<file path="src/rtl/brk_pkg.sv">
// Shared types and constants for the software-break entry sequencer.
// Assumes an 8-bit status byte in which bit 2 is interrupt-disable.
package brk_pkg;

    typedef enum logic [2:0] {
        ST_IDLE    = 3'd0,
        ST_DUMMY   = 3'd1,
        ST_PUSH_HI = 3'd2,
        ST_PUSH_LO = 3'd3,
        ST_PUSH_P  = 3'd4,
        ST_VEC_LO  = 3'd5,
        ST_VEC_HI  = 3'd6,
        ST_DONE    = 3'd7
    } brk_state_t;

    localparam logic [7:0] STATUS_FORCE = 8'h30;  // bits 5 and 4 forced high
    localparam int         IRQ_DIS_BIT  = 2;

endpackage

</file>
<file path="src/rtl/brk_ctrl.sv">
// Sequence controller: steps through the fixed state order and counts
// instruction cycles. Assumes start is a level sampled only while idle.
module brk_ctrl #(
    parameter int CYC_W = 4
) (
    input  logic                clk,
    input  logic                rst_n,
    input  logic                start,
    output brk_pkg::brk_state_t state_o,
    output logic [CYC_W-1:0]    cyc_o
);
    import brk_pkg::*;

    localparam logic [CYC_W-1:0] FIRST_CYC = CYC_W'(2);  // opcode fetch was cycle 1

    brk_state_t state_q, state_d;
    logic [CYC_W-1:0] cyc_q;

    // Next-state selection: a fixed chain, entered only from idle.
    always_comb begin
        state_d = state_q;
        unique case (state_q)
            ST_IDLE:    if (start) state_d = ST_DUMMY;
            ST_DUMMY:   state_d = ST_PUSH_HI;
            ST_PUSH_HI: state_d = ST_PUSH_LO;
            ST_PUSH_LO: state_d = ST_PUSH_P;
            ST_PUSH_P:  state_d = ST_VEC_LO;
            ST_VEC_LO:  state_d = ST_VEC_HI;
            ST_VEC_HI:  state_d = ST_DONE;
            ST_DONE:    state_d = ST_IDLE;
            default:    state_d = ST_IDLE;
        endcase
    end

    // State and cycle-count registers with synchronous reset.
    always_ff @(posedge clk) begin
        if (!rst_n) begin
            state_q <= ST_IDLE;
            cyc_q   <= '0;
        end else begin
            state_q <= state_d;
            if (state_q == ST_IDLE && start)
                cyc_q <= FIRST_CYC;
            else if (state_d != ST_DONE && state_d != ST_IDLE)
                cyc_q <= cyc_q + 1'b1;
        end
    end

    assign state_o = state_q;
    assign cyc_o   = cyc_q;

endmodule

</file>
<file path="src/rtl/brk_regs.sv">
// Working registers: program counter, stack pointer and status byte.
// Captures the inputs at start, then updates them as each bus cycle completes.
module brk_regs #(
    parameter int ADDR_W = 16,
    parameter int DATA_W = 8
) (
    input  logic                clk,
    input  logic                rst_n,
    input  logic                start,
    input  brk_pkg::brk_state_t state,
    input  logic [ADDR_W-1:0]   pc_in,
    input  logic [DATA_W-1:0]   sp_in,
    input  logic [DATA_W-1:0]   status_in,
    input  logic [DATA_W-1:0]   rdata,
    output logic [ADDR_W-1:0]   pc_q,
    output logic [DATA_W-1:0]   sp_q,
    output logic [DATA_W-1:0]   st_q
);
    import brk_pkg::*;

    localparam logic [DATA_W-1:0] FORCE_MASK = DATA_W'(STATUS_FORCE);

    logic [DATA_W-1:0] vec_lo_q;

    // Register update per state; the stack pointer wraps naturally mod 2^DATA_W.
    always_ff @(posedge clk) begin
        if (!rst_n) begin
            pc_q     <= '0;
            sp_q     <= '0;
            st_q     <= '0;
            vec_lo_q <= '0;
        end else begin
            unique case (state)
                ST_IDLE: begin
                    if (start) begin
                        pc_q <= pc_in;
                        sp_q <= sp_in;
                        st_q <= status_in | FORCE_MASK;
                    end
                end
                ST_DUMMY:   pc_q <= pc_q + 1'b1;
                ST_PUSH_HI: sp_q <= sp_q - 1'b1;
                ST_PUSH_LO: sp_q <= sp_q - 1'b1;
                ST_PUSH_P: begin
                    sp_q              <= sp_q - 1'b1;
                    st_q[IRQ_DIS_BIT] <= 1'b1;
                end
                ST_VEC_LO:  vec_lo_q <= rdata;
                ST_VEC_HI:  pc_q     <= {rdata, vec_lo_q};
                default: ;
            endcase
        end
    end

endmodule

</file>
<file path="src/rtl/brk_bus.sv">
// Bus driver: derives address, strobes and write data from the current state.
// Purely combinational; assumes one access per clock.
module brk_bus #(
    parameter bit                STRICT     = 1'b1,
    parameter int                ADDR_W     = 16,
    parameter int                DATA_W     = 8,
    parameter logic [DATA_W-1:0] STACK_PAGE = 8'h01,
    parameter logic [ADDR_W-1:0] VECTOR     = 16'hFFFE
) (
    input  brk_pkg::brk_state_t state,
    input  logic [ADDR_W-1:0]   pc_q,
    input  logic [DATA_W-1:0]   sp_q,
    input  logic [DATA_W-1:0]   st_q,
    output logic [ADDR_W-1:0]   addr,
    output logic                rd,
    output logic                wr,
    output logic [DATA_W-1:0]   wdata
);
    import brk_pkg::*;

    localparam logic [ADDR_W-1:0] VECTOR_HI = VECTOR + 1'b1;

    logic [ADDR_W-1:0] stack_addr;

    assign stack_addr = {STACK_PAGE, sp_q};

    // Per-state bus decode.
    always_comb begin
        addr  = '0;
        rd    = 1'b0;
        wr    = 1'b0;
        wdata = '0;
        unique case (state)
            ST_DUMMY: begin
                addr = pc_q;
                rd   = STRICT;
            end
            ST_PUSH_HI: begin
                addr  = stack_addr;
                wr    = 1'b1;
                wdata = pc_q[ADDR_W-1:DATA_W];
            end
            ST_PUSH_LO: begin
                addr  = stack_addr;
                wr    = 1'b1;
                wdata = pc_q[DATA_W-1:0];
            end
            ST_PUSH_P: begin
                addr  = stack_addr;
                wr    = 1'b1;
                wdata = st_q;
            end
            ST_VEC_LO: begin
                addr = VECTOR;
                rd   = 1'b1;
            end
            ST_VEC_HI: begin
                addr = VECTOR_HI;
                rd   = 1'b1;
            end
            default: ;
        endcase
    end

endmodule

</file>
<file path="src/rtl/brk_entry_seq.sv">
// Top of the software-break entry sequencer. Runs dummy read, three stack
// pushes and a two-byte vector fetch, then pulses done with the new state.
// Assumes the caller holds off other bus masters while busy is high.
module brk_entry_seq #(
    parameter bit STRICT = 1'b1,
    parameter int ADDR_W = 16,
    parameter int DATA_W = 8,
    parameter int CYC_W  = 4
) (
    input  logic              clk,
    input  logic              rst_n,
    input  logic              start,
    input  logic [ADDR_W-1:0] pc_in,
    input  logic [DATA_W-1:0] sp_in,
    input  logic [DATA_W-1:0] status_in,
    input  logic [DATA_W-1:0] bus_rdata,
    output logic [ADDR_W-1:0] bus_addr,
    output logic              bus_rd,
    output logic              bus_wr,
    output logic [DATA_W-1:0] bus_wdata,
    output logic              busy,
    output logic              done,
    output logic [ADDR_W-1:0] pc_out,
    output logic [DATA_W-1:0] sp_out,
    output logic [DATA_W-1:0] status_out,
    output logic [CYC_W-1:0]  cycles_out
);
    import brk_pkg::*;

    localparam logic [DATA_W-1:0] STACK_PAGE = DATA_W'(1);
    localparam logic [ADDR_W-1:0] VECTOR     = {{(ADDR_W-1){1'b1}}, 1'b0};

    brk_state_t        state;
    logic [ADDR_W-1:0] pc_q;
    logic [DATA_W-1:0] sp_q;
    logic [DATA_W-1:0] st_q;
    logic [CYC_W-1:0]  cyc;

    brk_ctrl #(.CYC_W(CYC_W)) u_ctrl (
        .clk     (clk),
        .rst_n   (rst_n),
        .start   (start),
        .state_o (state),
        .cyc_o   (cyc)
    );

    brk_regs #(.ADDR_W(ADDR_W), .DATA_W(DATA_W)) u_regs (
        .clk       (clk),
        .rst_n     (rst_n),
        .start     (start),
        .state     (state),
        .pc_in     (pc_in),
        .sp_in     (sp_in),
        .status_in (status_in),
        .rdata     (bus_rdata),
        .pc_q      (pc_q),
        .sp_q      (sp_q),
        .st_q      (st_q)
    );

    brk_bus #(
        .STRICT     (STRICT),
        .ADDR_W     (ADDR_W),
        .DATA_W     (DATA_W),
        .STACK_PAGE (STACK_PAGE),
        .VECTOR     (VECTOR)
    ) u_bus (
        .state (state),
        .pc_q  (pc_q),
        .sp_q  (sp_q),
        .st_q  (st_q),
        .addr  (bus_addr),
        .rd    (bus_rd),
        .wr    (bus_wr),
        .wdata (bus_wdata)
    );

    assign busy       = (state != ST_IDLE);
    assign done       = (state == ST_DONE);
    assign pc_out     = pc_q;
    assign sp_out     = sp_q;
    assign status_out = st_q;
    assign cycles_out = cyc;

endmodule

</file>
<file path="config.mk">
export PLATFORM = sky130hd
export DESIGN_NAME = brk_entry_seq
export DESIGN_NICKNAME = d
export VERILOG_FILES = /design/src/rtl/brk_pkg.sv /design/src/rtl/brk_ctrl.sv /design/src/rtl/brk_regs.sv /design/src/rtl/brk_bus.sv /design/src/rtl/brk_entry_seq.sv
export SDC_FILE = /design/constraint.sdc
export NUM_CORES = 1
export LEC_CHECK = 0
export BUFFER_PORTS_ARGS = -buffer_cell sky130_fd_sc_hd__clkbuf_2
export CORE_MARGIN = 5
export CORE_UTILIZATION = 30
export DETAILED_ROUTE_END_ITERATION = 8
export PLACE_DENSITY = 0.61
export SLEW_MARGIN = 10
export SYNTH_ARGS = -nofsm -noshare
export SYNTH_HDL_FRONTEND = slang
export SYNTH_HIERARCHICAL = 1
export SYNTH_SLANG_ARGS = --single-unit
export TNS_END_PERCENT = 30
</file>
<file path="constraint.sdc">
create_clock -name clk -period 5.1 [get_ports clk]
set_clock_uncertainty 0.05 [all_clocks]
set_input_delay 0.765 -clock clk [delete_from_list [all_inputs] [get_ports clk]]
set_output_delay 0.765 -clock clk [all_outputs]
set_load 0.005 [all_outputs]
</file>
==> impl_summary.log <==
INFO  metric tritoncts = yes
INFO  metric detail_route.drc_violations = 0
INFO  metric wire_length_per_cell_after_detailed_routing = 16.5 µm
INFO  metric postSynthCellCount = 421
INFO  metric cts.path.max_buffers = 2
INFO  metric detailed_place_hpwl = 7730 µm
INFO  metric tritoncts.num_buffers = 5
INFO  metric synth_top_family_by_area = compound AO/OA/AOI/OAI gates
INFO  metric cp-end-kind = primary output
INFO  metric cts-htree-levels = 2
INFO  metric ys_top_cells_by_area = dfxtp_1 (30%), nand2_1 (7.7%), o21ai_0 (7.1%), a21oi_1 (5.6%), nor2b_1 (3.0%)
INFO  metric totalWireLength = 10500 µm
INFO  metric max_freq = 319 MHz
INFO  metric synthAdderAreaFrac = 1.21%
INFO  metric number_of_buffers_inserted_by_hold_repair_at_cts = 0
INFO  metric cp_slowest_cell = dfxtp_1
INFO  metric synth-seq-cells = 46
INFO  metric port-buffer-count = 104
INFO  metric ioPinCount = 107
INFO  metric viasPerCell = 5.38
INFO  metric critical_path_peak_fanout = 38
INFO  metric synth_area_leader_cell = dfxtp_1
INFO  metric die-area = 0.0125 mm²
INFO  metric cap_violations = 0
INFO  metric die_h = 112 µm
INFO  metric cp_slowest_stage_delay = 1.08 ns
INFO  metric grt_pass1_vias = 3210
INFO  metric grt_max_degree = 49
INFO  metric synth-simple-area-share = 28.8%
INFO  metric critical_path.cell_chain = and2b_2 -> a22oi_1 -> o21ai_0 -> clkbuf_2
INFO  metric cts.root.buffer_cell = clkbuf_8
INFO  metric synth_top_area_share = 29.7%
INFO  metric synth-compound-area-share = 30.0%
INFO  metric clock_sink_count = 46
INFO  metric synthXorXnorAreaFrac = 0.565%
INFO  metric track_usage = 16.2%
INFO  metric instances_no_fill = 641
INFO  metric placed_cell_area = 0.00364 mm²
INFO  metric nets = 550
INFO  metric synth-warning-count = 6
INFO  metric floorplan.initialDensity = 30.4%
INFO  metric post-layout-total-power = 1.07 mW
INFO  metric syn-cell-area = 0.00310 mm²
INFO  metric finalCriticalPeriod = 3.13 ns
INFO  metric synth_top_flop_cell = dfxtp_1
INFO  metric setup_violations = 0
INFO  metric worst-setup-path-type = reg -> out
INFO  metric syn_area_per_cell = 7.36 µm²
INFO  metric worst-endpoint-arrival = 2.32 ns
INFO  metric synth_sequential_area_ratio = 29.7%
INFO  metric run_status = finished clean
INFO  metric yosys-mux-area-fraction = 2.62%
INFO  metric required_worst_endpoint = 4.28 ns
INFO  metric vdd.ir_drop.worst = 0.000130 V
INFO  metric synth_edf_count = 0
INFO  metric timing_hold_violations_final = 0
INFO  metric drt_iter0_markers = 284
INFO  metric synth_cell_type_count = 67
INFO  metric number_of_instances_resized_during_post_cts_repair = 0
INFO  metric worstSkewPairLatency = 0.31 ns
INFO  metric drive_above_1_share = 25.3%
INFO  metric slew_headroom = 25.2%
INFO  metric routed-via-count = 3449
INFO  metric drt-pass1-iter-count = 5
INFO  metric grt_antenna_before_repair = 0
INFO  metric cts.clk_slew.worst_paths = 0.10 ns
INFO  metric synth.net_count = 467
INFO  metric finalCritPeriodShare = 61.4%
INFO  metric power.static_leakage = 1.67 nW
INFO  metric worstSetupStartpointType = register
INFO  metric dp.cells = 633
INFO  metric post-cts-setup-buffer-count = 0
INFO  metric floorplan.die.width = 112 µm
INFO  metric worstMarginPinSlew = 1.12 ns
INFO  metric rows = 37
INFO  metric area_delta_synth_final = 20.5%
INFO  metric ys_async_sr_fraction = 0%
INFO  metric unrepaired_setup_endpoints_after_global_routing = false
INFO  metric final_cell_area = 0.00373 mm²
INFO  metric synth_most_common_cell = nand2_1
INFO  metric finalWeightedCongestion = 0.922
INFO  metric diodes = 0
INFO  metric worstHoldPathType = reg -> reg
INFO  metric power_per_cell_area = 287 mW/mm²
INFO  metric grt_pass1_wl = 16700 µm
INFO  metric globalRoute.totalOverflow = 0
INFO  metric timing.final.max_slew_violations = 0
INFO  metric design.core.area = 0.0102 mm²
INFO  metric final_antenna_net_count = 0
INFO  metric setup_tns = 0 ns
INFO  metric synth_commonest_cells = nand2_1 (64), dfxtp_1 (46), o21ai_0 (44)
## cell families (layout without fill, tap and decap cells)
group | Yosys count | in the layout
buf+inv | 45 | 129
xor+xnor | 2 | 2
simple gates | 173 | 173
mux | 8 | 8
compound gates | 144 | 144
fa+ha+maj | 3 | 3
flops | 46 | 46
## state kept, by name (all words and copies together), names as in the netlist
register and cells:
u_ctrl/cyc_o 4, u_ctrl/state_o 3, u_regs/pc_q 16, u_regs/sp_q 8, u_regs/st_q 7, u_regs/vec_lo_q 8
## stage by stage
step                worst slack (ns)  utilization [%]  hold WS, ns
finish                          1.97             36.7        0.421
global route                    1.71             36.7        0.440
CTS                             1.93             36.7        0.420
detailed placement              2.28             35.8        0.405
global placement                2.28             35.8        0.401
floorplan                       2.93                -        0.403
## area by class of cell
type	count	area (µm²)
Fill cell	1089	6450
Multi-Input combinational cell	330	1960
Sequential cell	46	921
Timing Repair Buffer	106	536
Tap cell	136	170
Clock buffer	5	68.8
Inverter	15	56.3
Clock inverter	3	23.8
## critical path: cells and delay by family (launching register included)
kind,cells,cell delay (ns)
buf+inv,1,0.16
simple gates,1,0.44
compound gates,2,0.34
flops,1,1.08
## metal layers
layer,global-route usage (%),vias up,routed length [µm]
li1,-,1699,-
met1,21.8,1584,4710
met2,26.5,151,4940
met3,2.83,15,717
met4,4.79,0,180
met5,0,-,0
## worst paths after layout
check                          from        endpoint  slack [ns]  depth (start not counted)
hold / removal       u_regs/st_q[2]  u_regs/st_q[2]        0.42                          2
hold reg to reg      u_regs/st_q[2]  u_regs/st_q[2]        0.42                          2
setup / recovery  u_ctrl/state_o[0]     bus_addr[0]        1.97                          4
setup reg to reg  u_ctrl/state_o[0]  u_regs/pc_q[2]        2.41                          5
## power breakdown
| part | switching (mW) | internal, mW | leakage [nW] |
|---|---|---|---|
| registers | 0.0828 | 0.399 | 0.377 |
| logic | 0.198 | 0.153 | 1.25 |
| clock network | 0.141 | 0.0984 | 0.0408 |
| total | 0.422 | 0.650 | 1.67 |
## layout by cell type, fill, tap and decap left out, drive strengths merged, types with 6 or more instances in the layout
| cell | n |
|---|---|
| dfxtp | 46 |
| o22ai | 6 |
| o211ai | 9 |
| inv | 15 |
| nand2 | 64 |
| nor2 | 23 |
| nand3 | 17 |
| nor2b | 15 |
| o21ai | 46 |
| nand3b | 10 |
| clkbuf | 109 |
| a21boi | 8 |
| nor3 | 11 |
| a21oi | 35 |
| mux2i | 7 |
No activity file was read; power rests on OpenSTA's default activity.
